$ cat src/rtl/svpwm_pkg.sv
// Package: shared definitions for the space-vector duty calculator.
// Assumes the sextant code is three bits wide, one bit per reference sign.
package svpwm_pkg;
    typedef logic [2:0] sext_t;
    localparam sext_t SEXT_NULL = 3'd0;
    localparam sext_t SEXT_FULL = 3'd7;
endpackage

$ cat src/rtl/svpwm_inv_park.sv
// Stage 1: inverse Park rotation of the (d, q) command into (alpha, beta).
// Assumes signed inputs with W-1 fractional bits. Outputs are IW bits wide
// with the same fractional scale, so a magnitude up to sqrt(2) fits.
module svpwm_inv_park #(
    parameter int W  = 16,
    parameter int IW = W + 2
) (
    input  logic                 clk,
    input  logic                 rst_n,
    input  logic                 in_valid,
    input  logic signed [W-1:0]  d_in,
    input  logic signed [W-1:0]  q_in,
    input  logic signed [W-1:0]  sin_in,
    input  logic signed [W-1:0]  cos_in,
    output logic                 out_valid,
    output logic signed [IW-1:0] alpha,
    output logic signed [IW-1:0] beta
);
    localparam int FRAC = W - 1;
    localparam int PW   = 2 * W;
    localparam logic signed [PW-1:0] RND = PW'(longint'(1) << (FRAC - 1));

    logic signed [PW-1:0] p_dc, p_qs, p_qc, p_ds;
    logic signed [PW-1:0] r_dc, r_qs, r_qc, r_ds;
    logic signed [IW-1:0] alpha_n, beta_n;

    // Full-precision products, then round-half-up back to the input scale.
    always_comb begin
        p_dc = PW'(d_in) * PW'(cos_in);
        p_qs = PW'(q_in) * PW'(sin_in);
        p_qc = PW'(q_in) * PW'(cos_in);
        p_ds = PW'(d_in) * PW'(sin_in);
        r_dc = (p_dc + RND) >>> FRAC;
        r_qs = (p_qs + RND) >>> FRAC;
        r_qc = (p_qc + RND) >>> FRAC;
        r_ds = (p_ds + RND) >>> FRAC;
        alpha_n = IW'(r_dc) - IW'(r_qs);
        beta_n  = IW'(r_qc) + IW'(r_ds);
    end

    // Register the rotated vector with its valid flag.
    always_ff @(posedge clk) begin
        if (!rst_n) begin
            out_valid <= 1'b0;
            alpha     <= '0;
            beta      <= '0;
        end else begin
            out_valid <= in_valid;
            if (in_valid) begin
                alpha <= alpha_n;
                beta  <= beta_n;
            end
        end
    end
endmodule

$ cat src/rtl/svpwm_sextant.sv
// Stage 2: projects (alpha, beta) onto three references, forms the sextant
// code from their signs, and registers the X/Y/Z timing operands.
// Assumes alpha/beta use W-1 fractional bits in an IW-bit word.
module svpwm_sextant
    import svpwm_pkg::*;
#(
    parameter int W  = 16,
    parameter int IW = W + 2
) (
    input  logic                 clk,
    input  logic                 rst_n,
    input  logic                 in_valid,
    input  logic signed [IW-1:0] alpha,
    input  logic signed [IW-1:0] beta,
    output logic                 out_valid,
    output sext_t                sext,
    output logic signed [IW-1:0] op_x,
    output logic signed [IW-1:0] op_y,
    output logic signed [IW-1:0] op_z
);
    localparam int FRAC = W - 1;
    localparam int PW   = IW + W;
    localparam logic signed [PW-1:0] KC  = PW'($rtoi(0.8660254 * (2.0 ** FRAC) + 0.5));
    localparam logic signed [PW-1:0] RND = PW'(longint'(1) << (FRAC - 1));

    logic signed [PW-1:0] p_ka, r_ka;
    logic signed [IW-1:0] ka, hb, ref_b, ref_c;
    sext_t                sext_n;

    // sqrt(3)/2 scaling of alpha, halving of beta, and the sign-weighted code.
    always_comb begin
        p_ka   = PW'(alpha) * KC;
        r_ka   = (p_ka + RND) >>> FRAC;
        ka     = IW'(r_ka);
        hb     = beta >>> 1;
        ref_b  = ka - hb;
        ref_c  = -hb - ka;
        sext_n = {ref_c > 0, ref_b > 0, beta > 0};
    end

    // Register the code and the three timing operands.
    always_ff @(posedge clk) begin
        if (!rst_n) begin
            out_valid <= 1'b0;
            sext      <= SEXT_NULL;
            op_x      <= '0;
            op_y      <= '0;
            op_z      <= '0;
        end else begin
            out_valid <= in_valid;
            if (in_valid) begin
                sext <= sext_n;
                op_x <= beta;
                op_y <= hb + ka;
                op_z <= hb - ka;
            end
        end
    end
endmodule

$ cat src/rtl/svpwm_duty.sv
// Stage 3: picks the sextant's operand pair, builds the base/mid/top chain,
// routes it to the phases, saturates, and holds the result.
// Assumes operands use W-1 fractional bits. Two extra bits absorb the chain.
module svpwm_duty
    import svpwm_pkg::*;
#(
    parameter int W  = 16,
    parameter int IW = W + 2
) (
    input  logic                 clk,
    input  logic                 rst_n,
    input  logic                 in_valid,
    input  sext_t                sext,
    input  logic signed [IW-1:0] op_x,
    input  logic signed [IW-1:0] op_y,
    input  logic signed [IW-1:0] op_z,
    output logic                 out_valid,
    output logic [W-1:0]         duty_a,
    output logic [W-1:0]         duty_b,
    output logic [W-1:0]         duty_c
);
    localparam int FRAC = W - 1;
    localparam int SW   = IW + 2;
    localparam logic signed [SW-1:0] ONE  = SW'(longint'(1) << FRAC);
    localparam logic signed [SW-1:0] HALF = SW'(longint'(1) << (FRAC - 1));
    localparam logic signed [SW-1:0] MAXD = ONE - SW'(1);

    logic signed [SW-1:0] sx, sy, sz, t1, t2, base, mid, top, ta, tb, tc;

    // Clamp a chained value into the unsigned duty range.
    function automatic logic [W-1:0] clamp(input logic signed [SW-1:0] v);
        if (v < 0)         return '0;
        else if (v > MAXD) return W'(MAXD);
        else               return W'(v);
    endfunction

    // Operand selection per sextant, then base/mid/top routing to phases.
    always_comb begin
        sx = SW'(op_x);
        sy = SW'(op_y);
        sz = SW'(op_z);
        unique case (sext)
            3'd1:    begin t1 = sz;  t2 = sy;  end
            3'd2:    begin t1 = sy;  t2 = -sx; end
            3'd3:    begin t1 = -sz; t2 = sx;  end
            3'd4:    begin t1 = -sx; t2 = sz;  end
            3'd5:    begin t1 = sx;  t2 = -sy; end
            3'd6:    begin t1 = -sy; t2 = -sz; end
            default: begin t1 = '0;  t2 = '0;  end
        endcase
        base = (ONE - t1 - t2) >>> 2;
        mid  = base + (t1 >>> 1);
        top  = mid + (t2 >>> 1);
        unique case (sext)
            3'd1:    begin ta = mid;  tb = base; tc = top;  end
            3'd2:    begin ta = base; tb = top;  tc = mid;  end
            3'd3:    begin ta = base; tb = mid;  tc = top;  end
            3'd4:    begin ta = top;  tb = mid;  tc = base; end
            3'd5:    begin ta = top;  tb = base; tc = mid;  end
            3'd6:    begin ta = mid;  tb = top;  tc = base; end
            default: begin ta = HALF; tb = HALF; tc = HALF; end
        endcase
    end

    // Output registers: load on a new result, otherwise hold.
    always_ff @(posedge clk) begin
        if (!rst_n) begin
            out_valid <= 1'b0;
            duty_a    <= W'(HALF);
            duty_b    <= W'(HALF);
            duty_c    <= W'(HALF);
        end else begin
            out_valid <= in_valid;
            if (in_valid) begin
                duty_a <= clamp(ta);
                duty_b <= clamp(tb);
                duty_c <= clamp(tc);
            end
        end
    end
endmodule

$ cat src/rtl/svpwm_duty_calc.sv
// Top: three-stage space-vector duty calculator.
// Stages: inverse Park, sextant decode, then duty chain with saturation.
// Assumes sine/cosine are supplied by the caller in the same Q format.
module svpwm_duty_calc
    import svpwm_pkg::*;
#(
    parameter int W = 16
) (
    input  logic                clk,
    input  logic                rst_n,
    input  logic                cmd_valid,
    input  logic signed [W-1:0] v_d,
    input  logic signed [W-1:0] v_q,
    input  logic signed [W-1:0] ang_sin,
    input  logic signed [W-1:0] ang_cos,
    output logic                duty_valid,
    output logic [W-1:0]        duty_a,
    output logic [W-1:0]        duty_b,
    output logic [W-1:0]        duty_c
);
    localparam int IW = W + 2;

    logic                 s1_valid, s2_valid;
    logic signed [IW-1:0] s1_alpha, s1_beta;
    logic signed [IW-1:0] s2_x, s2_y, s2_z;
    sext_t                s2_sext;

    svpwm_inv_park #(.W(W), .IW(IW)) park_i (
        .clk(clk), .rst_n(rst_n), .in_valid(cmd_valid),
        .d_in(v_d), .q_in(v_q), .sin_in(ang_sin), .cos_in(ang_cos),
        .out_valid(s1_valid), .alpha(s1_alpha), .beta(s1_beta)
    );

    svpwm_sextant #(.W(W), .IW(IW)) sext_i (
        .clk(clk), .rst_n(rst_n), .in_valid(s1_valid),
        .alpha(s1_alpha), .beta(s1_beta),
        .out_valid(s2_valid), .sext(s2_sext),
        .op_x(s2_x), .op_y(s2_y), .op_z(s2_z)
    );

    svpwm_duty #(.W(W), .IW(IW)) duty_i (
        .clk(clk), .rst_n(rst_n), .in_valid(s2_valid), .sext(s2_sext),
        .op_x(s2_x), .op_y(s2_y), .op_z(s2_z),
        .out_valid(duty_valid), .duty_a(duty_a), .duty_b(duty_b), .duty_c(duty_c)
    );
endmodule

$ cat config.mk
export PLATFORM = sky130hd
export DESIGN_NAME = svpwm_duty_calc
export DESIGN_NICKNAME = d
export VERILOG_FILES = /design/src/rtl/svpwm_pkg.sv /design/src/rtl/svpwm_inv_park.sv /design/src/rtl/svpwm_sextant.sv /design/src/rtl/svpwm_duty.sv /design/src/rtl/svpwm_duty_calc.sv
export SDC_FILE = /design/constraint.sdc
export NUM_CORES = 2
export LEC_CHECK = 0
export ABC_AREA = 1
export CORE_MARGIN = 5
export CORE_UTILIZATION = 55
export CTS_CLUSTER_DIAMETER = 80
export CTS_CLUSTER_SIZE = 24
export DETAILED_ROUTE_END_ITERATION = 10
export PLACE_DENSITY_LB_ADDON = 0.08
export SLEW_MARGIN = 10
export SYNTH_ARGS = -nofsm -noshare
export SYNTH_HDL_FRONTEND = slang
export SYNTH_SLANG_ARGS = --single-unit
$ cat constraint.sdc
create_clock -name clk -period 25.1 [get_ports clk]
set_clock_uncertainty 0.1 [all_clocks]
set_input_delay 3.765 -clock clk [delete_from_list [all_inputs] [get_ports clk]]
set_output_delay 3.765 -clock clk [all_outputs]
set_load 0.05 [all_outputs]
# [Word-level counts from Yosys, hierarchy flattened]
# Index checks and enable logic that the tools add are counted.
[op_classes] n_mux=11 n_lt_le_gt_ge=9 n_eq_ne=6 n_addsub=19 n_reduce_logical=9 mul=5
[ops] cell="$pmux 20 s6" n=2
[ops] cell="$pmux 20 s3" n=3
[ops] cell="$add 32x16->32 const B" n=4
[ops] cell="$mul 16x16->32" n=4
[ops] cell="$mux 16" n=6
[ops] cell="$gt 20x16->1 const B" n=3
[ops] cell="$lt 20x1->1 const B" n=3
[ops] cell="$neg 18->20" n=3
[ops] cell="$gt 18x1->1 const B" n=3
[ops] cell="$add 33x16->33 const B" n=1
[ops] cell="$mul 18x15->32 const B" n=1
[ops] cell="$add 18x19->20" n=1
[ops] cell="$add 20x19->20" n=1
[ops] cell="$sub 17x20->20 const A" n=1
[ops] cell="$sub 20x20->20" n=1
[ops] cell="$add 17x17->18" n=1
[ops] cell="$add 17x18->18" n=1
[ops] cell="$neg 17->18" n=1
[ops] cell="$reduce_or 2->1" n=9
[ops] cell="$sub 17x17->18" n=1
[ops] cell="$sub 17x18->18" n=1
[ops] cell="$sub 18x17->18" n=1
[ops] cell="$sub 18x18->18" n=1
[ops] cell="$eq 3x3->1 const B" n=3
[ops] cell="other kinds (2)" n=3
[totals] register_bits=144

# [Logic depth before layout (Yosys ltp)]
[logic_depth] word_depth=10 mapped_depth=56 mapped_depth_nobuf=54

# [Cells and area by module]
# From an unflattened synthesis, not the netlist that was laid out.
[unflattened] hier_cells=9322 area_unflattened_um2=65751.8
[by_module_without_submodules] mod="svpwm_inv_park" area_per_inst_um2=44597.8 cells_per_inst=6019 instances=1
[by_module_without_submodules] mod="svpwm_sextant" area_per_inst_um2=12597.1 cells_per_inst=1793 instances=1
[by_module_without_submodules] mod="svpwm_duty" area_per_inst_um2=8557.0 cells_per_inst=1510 instances=1

# [Worst setup path before layout]
# No wires, ideal clock.
[synth_timing] path_type="input -> register" from="input ang_sin[1]" to="register park_i.alpha[15]" slack_ns=13.612 cell_stages=44 arrival_time_ns=11.273 cell_sequence="clkbuf_1 buf_1 nand2_1 fa_1 inv_1 fa_1 inv_1 fa_1 fa_1 inv_1 fa_1 inv_1 fa_1 inv_1 ha_1 nand2_1 inv_1 a221oi_1 (+8 left out) nand2_1 a21oi_1 xor2_1 ha_1 nand2_1 nor2_1 a211oi_1 o21ai_0 nand3_1 nand2_1 a21o_1 a21oi_1 nor2_1 o21ai_0 nand2_1 xor2_1 o21ai_0 inv_1"
[synth_between] elab_chain_len=3
[synth_lines] element="from (decl)" line_no="svpwm_duty_calc.sv:14" source="input logic signed [W-1:0] ang_sin,"
[synth_lines] element="$mul 16x16->32" line_no="svpwm_inv_park.sv:30" source="p_qs = PW'(q_in) * PW'(sin_in);"
[synth_lines] element="$add 32x16->32" line_no="svpwm_inv_park.sv:34" source="r_qs = (p_qs + RND) >>> FRAC;"
[synth_lines] element="$sub 17x17->18" line_no="svpwm_inv_park.sv:37" source="alpha_n = IW'(r_dc) - IW'(r_qs);"
[synth_lines] element="to (signal assigned)" line_no="svpwm_inv_park.sv:50" source="alpha <= alpha_n;"
[synth_lines] element="to (decl)" line_no="svpwm_inv_park.sv:16" source="output logic signed [IW-1:0] alpha,"
# Every way passes these cells.
# A chain may end at the register's enable or synchronous reset.

# [Worst setup path in the final report]
[layout_timing] from="input ang_sin[2]" to="register park_i.alpha[17]"
# Same word-level chain as after synthesis.

==> metrics.log <==
INFO  metric status = finished, final reports clean
INFO  metric post-cts-setup-buffer-count = 0
INFO  metric ff_to_ff_start = park_i.alpha[17]
INFO  metric finalCriticalPeriod = 12,230 ps
INFO  metric crit_path_start_kind = input port
INFO  metric worstReg2RegEnd = sext_i.sext[2]
INFO  metric critPathArrivalTime = 12,520 ps
INFO  metric rows = between 100 and 150
INFO  metric core-area = 109,000 sq um
INFO  metric hold_path_endpoint = duty_i.duty_b[15]
INFO  metric cp-end-kind = flop
INFO  metric max_stage_delay = 560 ps
INFO  metric grt_pass1_vias = 50,800
INFO  metric final_cells = between 9,000 and 10,000
INFO  metric detailed_router_s_first_iteration_violation_count = 3,013
INFO  metric antenna_violations_before_repair = 10
INFO  metric final_design_area_no_fill = 63,000 sq um
INFO  metric synth.most_common_cell = sky130_fd_sc_hd__inv_1
INFO  metric synth_edf_count = 0
INFO  metric worstMarginPinSlew = ~1000 ps
INFO  metric grt-ovfl-total = 0
INFO  metric syn_avg_cell_area = 7.75 sq um
INFO  metric cp_common_cell = sky130_fd_sc_hd__nand2_1
INFO  metric post_cts_resized = 0
INFO  metric post_synth_num_cell_types = 65
INFO  metric numCtsBuffers = 17
INFO  metric synth-seq-area-share = around 4.8%
INFO  metric global_route.usage.total = about 29%
INFO  metric total_number_of_vias = 48,200
INFO  metric yosysWarningCount = 0
INFO  metric postSynthRegisterBits = 143
INFO  metric drv_slew = 0
INFO  metric viasPerCell = 5.29
INFO  metric grt_first_pass_wirelength = 264,000 microns
INFO  metric required = 25,390 ps
INFO  metric root_buffer = sky130_fd_sc_hd__clkbuf_16
INFO  metric timing.setup.tns = 0 ps
INFO  metric min_path_type = reg2reg
INFO  metric syn-instance-count = just under 8,000
INFO  metric io_buffer_count = approximately 120
INFO  metric critical_path.startpoint = ang_sin[2]
INFO  metric num-nets-final = 9,547
INFO  metric synthDominantAreaCellType = sky130_fd_sc_hd__fa_1
INFO  metric crit_fanout = 32
INFO  metric postRouteAntennaNets = 0
INFO  metric gpl.final_weighted_congestion = 0.941
INFO  metric reg2reg_setup_slack = 15,220 ps
INFO  metric finish.utilization = 58.0%
INFO  metric timing.hold.worst.start = duty_i.duty_b[15]
INFO  metric chipWidth = 340 microns
INFO  metric cts_max_level = 4
INFO  metric post-place-cells = 9,067
INFO  metric tritoncts = done
INFO  metric slew-limit-headroom = 30.1%
INFO  metric wl = 162,000 microns
INFO  metric drv.max_cap_violation_count = 0
INFO  metric hold_buffers = 0
INFO  metric syn_nets = about 9,600
INFO  metric timing.setup.critical_path_class = in2reg
INFO  metric min_path_cells = 2
INFO  metric syn_to_final_growth = 4.99%
INFO  metric drive_above_1_share = under 10%
INFO  metric setup_viol = 0
INFO  metric clkLatencyLatePin = 460 ps
INFO  metric post_syn_area = 60,000 sq um
INFO  metric floorplan.initialDensity = between 50% and 60%
INFO  metric tcrit_tclk_final = 48.7%
INFO  metric synthTopCellsByArea = sky130_fd_sc_hd__fa_1 (40%), sky130_fd_sc_hd__inv_1 (13%), sky130_fd_sc_hd__ha_1 (13%)
INFO  metric dp_hpwl = 133,000 microns
INFO  metric ys_top_cells_by_count = sky130_fd_sc_hd__inv_1 (2,130), sky130_fd_sc_hd__nand2_1 (1,682), sky130_fd_sc_hd__fa_1 (1,193)
INFO  metric route.detailed.wl_per_inst = 17.8 microns
INFO  metric cts_num_sinks = ~140
INFO  metric detail_route.drc_violations = 0
INFO  metric pin_count = 116
INFO  metric finalHoldViolations = 0
INFO  metric clkSlewWorstSetupHoldPaths = 70 ps
INFO  metric synth_largest_type_area_fraction = 39.8%
INFO  metric asyncSetResetFlopFracSynth = 0%
INFO  metric synth_flop_cell = sky130_fd_sc_hd__dfxtp_1
INFO  metric die_height = 340 microns
INFO  metric grt_setup_unrepaired = no
INFO  metric critical_path.slowest_cell = sky130_fd_sc_hd__fa_1
INFO  metric maxClockFrequency = 81.8 MHz
INFO  metric maximum_number_of_pins_on_one_net_before_global_route_repair = 66
INFO  metric detailedRoute.firstPassIterationCount = 6
INFO  metric clockBufferDepth = 2
INFO  metric reg2reg_depth = 41
INFO  metric dpl-instance-area = ~62,000 sq um
INFO  metric design.die.area = about 120,000 sq um
how the worst max path moves through the flow:
stage / end / slack [ps] / cells past startpoint
4_1_cts: park_i.alpha[17] / 12930 / 46
2_1_floorplan: park_i.alpha[15] / 13610 / 44
6_report: park_i.alpha[17] / 12870 / 46
3_3_place_gp: park_i.alpha[17] / 12440 / 31
3_5_place_dp: park_i.alpha[16] / 12440 / 50
5_1_grt: park_i.alpha[17] / 12220 / 46
registers in the layout (all words and copies together) (netlist names):
| signal | flops |
|---|---|
| duty_i.duty_a | 16 |
| duty_i.duty_b | 16 |
| duty_i.duty_c | 16 |
| duty_i.out_valid | 1 |
| park_i.alpha | 18 |
| park_i.beta | 18 |
| park_i.out_valid | 1 |
| sext_i.op_x | 18 |
| sext_i.op_y | 18 |
| sext_i.op_z | 17 |
| sext_i.out_valid | 1 |
| sext_i.sext | 3 |
layer usage:
layer,wire length [microns],track usage (%),up-vias
met5,24,0,-
met4,8010,12.1,4
met3,9880,3.99,292
met2,77900,49.0,1463
met1,66100,36.6,23700
li1,-,-,22700
critical path: cells and delay by family:
kind / cells / cell delay [ps]
buffers and inverters: 8 / 1240
xor gates and xnor gates: 1 / 180
AOI/OAI and AO/OA: 12 / 2190
adders and majority gates: 8 / 3650
and+or+nand+nor: 17 / 1480
through the flow:
stage / setup slack [ps] / hold slack [ps]
after floorplan: 13610 / 334
after global placement: 12440 / 327
after detailed placement: 12440 / 328
after CTS: 12930 / 341
after global routing: 12220 / 357
final: 12870 / 337
cell usage in the layout (no fill, tap or decap), drive strengths merged, types with 17 or more instances in the layout:
master,instances
o211ai,27
nand2,1709
fa,1193
o221ai,30
nor2,243
dfxtp,143
a21oi,382
clkdlybuf4s50,114
xnor2,82
buf,75
xor2,210
inv,2154
ha,615
nor4,17
nand3,142
o21ai,244
nor3,50
clkbuf,18
o22ai,35
o21bai,21
nand4,41
cells by family after synthesis:
logic type	share of synthesized area (%)
buf+inv	15.2
xor+xnor	4.30
fa+ha+maj	52.6
flops	4.77
compound gates	8.02
simple gates	15.1
area by class of cell:
| cell class | instances | area (sq um) |
|---|---|---|
| Antenna cell | 2 | 5.00 |
| Clock buffer | 18 | 429 |
| Clock inverter | 14 | 148 |
| Fill cell | 10300 | 45600 |
| Inverter | 2148 | 8070 |
| Multi-Input combinational cell | 5173 | 48000 |
| Sequential cell | 143 | 2860 |
| Tap cell | 1414 | 1770 |
| Timing Repair Buffer | 189 | 1700 |
Power is not shown: default switching activity piles up to over one toggle a cycle in this logic, so the estimate is an artifact.
